<file path="src/rtl/bell_pkg.sv">
package bell_pkg;

    localparam int unsigned LANES  = 4;
    localparam int unsigned LANE_W = 8;
    localparam int unsigned BUS_W  = LANES * LANE_W;
    localparam int unsigned OFF_W  = $clog2(LANES);

    typedef enum logic [1:0] {
        SZ_WORD = 2'd0,
        SZ_HALF = 2'd1,
        SZ_BYTE = 2'd2,
        SZ_RSVD = 2'd3
    } size_e;

    typedef struct packed {
        logic       fire;
        logic [4:0] spare;
        size_e      size;
    } attr_t;

    typedef struct packed {
        logic             write;
        logic             fault;
        logic [LANES-1:0] strb;
        logic [BUS_W-1:0] data;
    } plan_t;

    typedef enum logic {
        ST_IDLE  = 1'b0,
        ST_ISSUE = 1'b1
    } state_e;

    function automatic logic size_legal(input size_e sz);
        return sz != SZ_RSVD;
    endfunction

    function automatic logic offset_fits(input size_e sz, input logic [OFF_W-1:0] off);
        logic ok;
        unique case (sz)
            SZ_WORD: ok = (off == '0);
            SZ_HALF: ok = (off[0] == 1'b0);
            SZ_BYTE: ok = 1'b1;
            default: ok = 1'b0;
        endcase
        return ok;
    endfunction

endpackage

</file>
<file path="src/rtl/bell_decode.sv">
module bell_decode
    import bell_pkg::*;
#(
    parameter int unsigned ADDR_W = 32
) (
    input  logic [ADDR_W-1:0] addr,
    input  logic [7:0]        attr_raw,
    output logic              fire,
    output logic              fault,
    output size_e             size,
    output logic [OFF_W-1:0]  off
);

    attr_t attr;

    always_comb begin
        attr  = attr_t'(attr_raw);
        size  = attr.size;
        off   = addr[OFF_W-1:0];
        fire  = attr.fire;
        fault = attr.fire && (!size_legal(attr.size) || !offset_fits(attr.size, off));
    end

endmodule

</file>
<file path="src/rtl/bell_lanes.sv">
module bell_lanes
    import bell_pkg::*;
(
    input  size_e             size,
    input  logic [OFF_W-1:0]  off,
    input  logic [BUS_W-1:0]  data,
    output logic [LANES-1:0]  strb,
    output logic [BUS_W-1:0]  lane_data
);

    for (genvar j = 0; j < LANES; j++) begin : g_lane
        localparam logic [OFF_W-1:0] LANE_IDX = OFF_W'(j);
        localparam int unsigned      HALF_SRC = (j % 2) * LANE_W;
        localparam int unsigned      WORD_SRC = j * LANE_W;

        logic              hit;
        logic [LANE_W-1:0] src;

        always_comb begin
            unique case (size)
                SZ_WORD: begin
                    hit = 1'b1;
                    src = data[WORD_SRC +: LANE_W];
                end
                SZ_HALF: begin
                    hit = (off[OFF_W-1] == LANE_IDX[OFF_W-1]);
                    src = data[HALF_SRC +: LANE_W];
                end
                SZ_BYTE: begin
                    hit = (off == LANE_IDX);
                    src = data[LANE_W-1:0];
                end
                default: begin
                    hit = 1'b0;
                    src = '0;
                end
            endcase
        end

        assign strb[j]                         = hit;
        assign lane_data[WORD_SRC +: LANE_W]   = hit ? src : '0;
    end

endmodule

</file>
<file path="src/rtl/bell_fsm.sv">
module bell_fsm
    import bell_pkg::*;
#(
    parameter int unsigned ADDR_W = 32
) (
    input  logic              clk,
    input  logic              rst,
    input  logic              start,
    input  plan_t             plan,
    input  logic [ADDR_W-1:0] plan_addr,
    input  logic              wr_ready,
    output logic              wr_valid,
    output logic [ADDR_W-1:0] wr_addr,
    output logic [BUS_W-1:0]  wr_data,
    output logic [LANES-1:0]  wr_strb,
    output logic              done,
    output logic              err
);

    state_e state;

    always_ff @(posedge clk) begin
        if (rst) begin
            state    <= ST_IDLE;
            wr_valid <= 1'b0;
            wr_addr  <= '0;
            wr_data  <= '0;
            wr_strb  <= '0;
            done     <= 1'b0;
            err      <= 1'b0;
        end else begin
            done <= 1'b0;
            err  <= 1'b0;
            unique case (state)
                ST_IDLE: begin
                    if (start) begin
                        if (plan.write) begin
                            wr_valid <= 1'b1;
                            wr_addr  <= plan_addr;
                            wr_data  <= plan.data;
                            wr_strb  <= plan.strb;
                            state    <= ST_ISSUE;
                        end else begin
                            done <= 1'b1;
                            err  <= plan.fault;
                        end
                    end
                end
                ST_ISSUE: begin
                    if (wr_ready) begin
                        wr_valid <= 1'b0;
                        done     <= 1'b1;
                        state    <= ST_IDLE;
                    end
                end
                default: state <= ST_IDLE;
            endcase
        end
    end

endmodule

</file>
<file path="src/rtl/bell_writer.sv">
module bell_writer
    import bell_pkg::*;
#(
    parameter int unsigned ADDR_W = 32
) (
    input  logic              clk,
    input  logic              rst,
    input  logic              start_i,
    input  logic [ADDR_W-1:0] addr_i,
    input  logic [7:0]        attr_i,
    input  logic [BUS_W-1:0]  data_i,
    output logic              wr_valid_o,
    input  logic              wr_ready_i,
    output logic [ADDR_W-1:0] wr_addr_o,
    output logic [BUS_W-1:0]  wr_data_o,
    output logic [LANES-1:0]  wr_strb_o,
    output logic              done_o,
    output logic              err_o
);

    logic             fire;
    logic             fault;
    size_e            size;
    logic [OFF_W-1:0] off;
    logic [LANES-1:0] strb;
    logic [BUS_W-1:0] lane_data;
    plan_t            plan;

    bell_decode #(.ADDR_W(ADDR_W)) u_decode (
        .addr     (addr_i),
        .attr_raw (attr_i),
        .fire     (fire),
        .fault    (fault),
        .size     (size),
        .off      (off)
    );

    bell_lanes u_lanes (
        .size      (size),
        .off       (off),
        .data      (data_i),
        .strb      (strb),
        .lane_data (lane_data)
    );

    always_comb begin
        plan.write = fire && !fault;
        plan.fault = fault;
        plan.strb  = strb;
        plan.data  = lane_data;
    end

    bell_fsm #(.ADDR_W(ADDR_W)) u_fsm (
        .clk       (clk),
        .rst       (rst),
        .start     (start_i),
        .plan      (plan),
        .plan_addr (addr_i),
        .wr_ready  (wr_ready_i),
        .wr_valid  (wr_valid_o),
        .wr_addr   (wr_addr_o),
        .wr_data   (wr_data_o),
        .wr_strb   (wr_strb_o),
        .done      (done_o),
        .err       (err_o)
    );

endmodule

</file>
<file path="config.mk">
export PLATFORM = sky130hd
export DESIGN_NAME = bell_writer
export DESIGN_NICKNAME = d
export VERILOG_FILES = /design/src/rtl/bell_pkg.sv /design/src/rtl/bell_decode.sv /design/src/rtl/bell_lanes.sv /design/src/rtl/bell_fsm.sv /design/src/rtl/bell_writer.sv
export SDC_FILE = /design/constraint.sdc
export NUM_CORES = 1
export LEC_CHECK = 0
export BUFFER_PORTS_ARGS = -buffer_cell sky130_fd_sc_hd__buf_2
export CORE_ASPECT_RATIO = 1.25
export CORE_MARGIN = 3
export CORE_UTILIZATION = 48
export DETAILED_ROUTE_END_ITERATION = 8
export GPL_TIMING_DRIVEN = 0
export PLACE_DENSITY = 0.95
export SLEW_MARGIN = 10
export SYNTH_ARGS = -nofsm -noshare
export SYNTH_HDL_FRONTEND = slang
export SYNTH_SLANG_ARGS = --single-unit
</file>
<file path="constraint.sdc">
create_clock -name clk -period 4.3 [get_ports clk]
set_input_delay 0.215 -clock clk [delete_from_list [all_inputs] [get_ports clk]]
set_output_delay 0.215 -clock clk [all_outputs]
set_load 0.01 [all_outputs]
</file>
==> run summary <==
The total wirelength of the detailed-routed design is 7880 um. The cell depth of the worst flop-to-flop path is 6. The starting density of the core came out at 51.2%. The actual slew at the worst max-slew pin is 0.557 ns. The count of TritonRoute iterations in the first routing pass came out at 8.

Clock-pin slew was measured on the worst setup and hold paths at 0.08 ns. Dividing the synthesized area by the synthesized cell count gives 11.2 um2. The worst slew margin relative to its limit is 62.8%. Global routing finished with a remaining overflow of 0. The library cells used most frequently in the layout, excluding fill and tap cells, are buf_2 (148), dfxtp_1 (72), nor2_1 (37). At the worst endpoint, the required time is 4.52 ns. The sum of negative setup slack came out at 0 ns. The library cell used most frequently in the layout, excluding fill and tap cells, is buf_2. The post-route netlist has 43.2% of its cells at a drive strength greater than 1. The detailed route wirelength on metal3 is 785 um. In the final routing, the length of wire on met1 measures 2970 um. At the worst endpoint, the arrival time is 1.97 ns. The floorplan has 30 rows.

Across the VDD grid, the largest voltage drop is 0.320 mV. The number of post-CTS setup repair buffers came out at 0. The worst path meets setup with 2.54 ns of slack. The startpoint of the most critical register-to-register path is u_fsm.state$_SDFF_PP0_. The worst setup path is captured at a register. The number of remaining DRC errors is 0.

The I/O pin count is 147. The first global-routing pass estimated 12500 um of wire. The total met2 wirelength after detailed routing came out at 3900 um. Setup repair after global routing left no endpoint under its margin. The final number of hold-violating endpoints came out at 0. Clock tree synthesis inserted a total of 9 buffers. The count of buffers added on input and output ports is 141.

Max-cap violations in this run came to 0. The number of enable flip-flop cells after synthesis came out at 0. The analysis attributes to cell leakage a power of 0.00182 uW.

The startpoint identified for the worst hold timing path is addr_i[10]. In the synthesized netlist the dominant register cell turns out to be dfxtp_1. The cell count after synthesis is 255.

After detailed routing, no signal wire sits above met4. After the first detailed-routing iteration, the DRC count stood at 193. The post-detailed-route wirelength per cell came out at 16.6 um.

The tree is rooted in a clkbuf_8. The biggest area contributor in the post-synthesis netlist is dfxtp_1. The die footprint came out at 6930 um2. Measured along the y axis, the die boundary spans 92.3 um. Ranked by total cell area, the synthesized netlist is headed by dfxtp_1 (50%), mux2i_1 (11%), a32o_1 (8.4%), a22o_1 (6.1%), nor2_1 (4.9%). The unique cell type count in the Yosys netlist is 30. The maximum number of pins on one net before global-route repair is 13. CTS saw 72 sinks.

Subtracting the final worst setup slack from the clock period gives 1.76 ns. The number of max-slew violations in the final report came out at 0. The net count of the mapped netlist came out at 335. The via count of the first global-routing pass is 2662. The worst clock skew came out at 0.00995 ns. The routed via count is 2670.

The number of cells upsized or downsized after cts is 0. The worst setup path is launched from a register. Setup violations remaining at the end of the flow were counted as 0. The final antenna-violating net count came out at 0.

The netlist area before placement came out at 2860 um2. After legalization and detailed placement, the total HPWL measured 6050 um. The final weighted congestion in routability-driven placement came out at 0.873. Along the worst hold path, the cell count comes to 3.

Summing the sequential cell areas from Yosys gives 50.4% of the chip area. TritonCTS built the clock tree. The post-layout net count came out at 487. The flow ran to the end, and the final reports show no timing, DRC or antenna violations. The area added between synthesis and finish is 35.2%. The floorplan die width came out at 75.1 um. The Yosys step of the flow raised 0 warnings. The initial antenna violation count came out at 0.

At the placement stage, the worst setup path has a slack of 2.28 ns. The total power draw is 1430 uW. The clock latency reported for the late side of the worst-skew pair came out at 0.34 ns. The fraction of synthesized cell area taken by the top area cell type is 50.4%. The number of buffers on the longest clock path came out at 2. Derived from the worst setup path, the maximum achievable clock frequency is 0.569 GHz. The antenna cell count is 0. Hold repair after CTS inserted 0 buffers. The via density per instance is 5.61. The final critical path takes up 40.9% of the cycle.

The worst hold path class is primary input to register. Global routing used 23.6% of the available tracks across all layers. In this run the worst path has a maximum fanout of 10.

The H-tree was split into 3 levels. By startpoint and endpoint, the worst setup path is classified as register to register. In this run the worst setup path begins at u_fsm.state$_SDFF_PP0_.

Counting flops and latches in the post-synthesis netlist gives 72. In this run the standard cell core region covers 5590 um2. The async set or reset register ratio after synthesis is 0%. The areal power density over the cells is 371 nW/um2.
synthesized netlist by cell type, types with 2 or more instances:
library cell and instances:
dfxtp_1 72, nor2_1 37, mux2i_1 32, a32o_1 24
a22o_1 20, a222oi_1 8, o2bb2ai_1 8, buf_2 7
clkbuf_1 7, inv_1 6, a21oi_1 5, buf_6 4
ha_1 4, buf_4 3, a211oi_1 2, nor2_4 2
power breakdown:
part	switching, uW	internal, uW
Combinational	89.4	75.0
Sequential	5.55	678
Clock	243	343
final cells by class:
cell class	instances	area, um2
Buffer	22	133
Clock buffer	11	141
Clock inverter	5	78.8
Fill cell	423	1730
Inverter	6	22.5
Multi-Input combinational cell	155	1260
Sequential cell	72	1440
Tap cell	64	80.1
Timing Repair Buffer	141	706
kinds of logic (layout without fill, tap and decap cells):
| kind of cell | after synthesis | count (layout) | synth area share (%) |
|---|---|---|---|
| AND/OR/NAND/NOR | 49 | 49 | 8.79 |
| buffers and inverters | 28 | 185 | 5.42 |
| flip-flops | 72 | 72 | 50.4 |
| AO/OA/AOI/OAI | 70 | 70 | 22.5 |
| multiplexers | 32 | 32 | 11.2 |
| adder cells (fa/ha/maj) | 4 | 4 | 1.75 |
per-layer routing:
metal  vias up  GRT usage (%)
li1       1266              -
met1      1220           27.5
met2       166           39.1
met3        18           6.62
met4         0           10.7
met5         -              0
sequential cells by signal (all words and copies together) (netlist names):
register,cells
u_fsm.done,1
u_fsm.err,1
u_fsm.state,1
u_fsm.wr_addr,32
u_fsm.wr_data,32
u_fsm.wr_strb,4
u_fsm.wr_valid,1
path summary, 6_finish.rpt:
kind                                                  endpoint  slack (ns)
worst min register to register  u_fsm.wr_data[24]$_SDFFE_PP0P_        0.46
worst min-delay path            u_fsm.wr_addr[10]$_SDFFE_PP0P_        0.10
worst max-delay path            u_fsm.wr_addr[27]$_SDFFE_PP0P_        2.54
worst max register to register  u_fsm.wr_addr[27]$_SDFFE_PP0P_        2.54
critical path: stages (launching register included):
cell,delay (ns)
dfxtp_1,0.34
nand4bb_1,0.30
a211oi_1,0.23
buf_4,0.24
buf_4,0.23
mux2i_1,0.24
nor2_1,0.05
stage by stage:
stage	instances	cell area [um2]	utilization [%]	hold WS [ns]
after CTS	476	3870	69.1	0.0882
after global routing	476	3870	69.1	0.0971
after global placement	460	3650	65.2	0.443
after floorplan	255	2860	-	0.362
after detailed placement	460	3650	65.2	0.447
final	476	3870	69.1	0.104
Power figures use the tool's default switching activity.
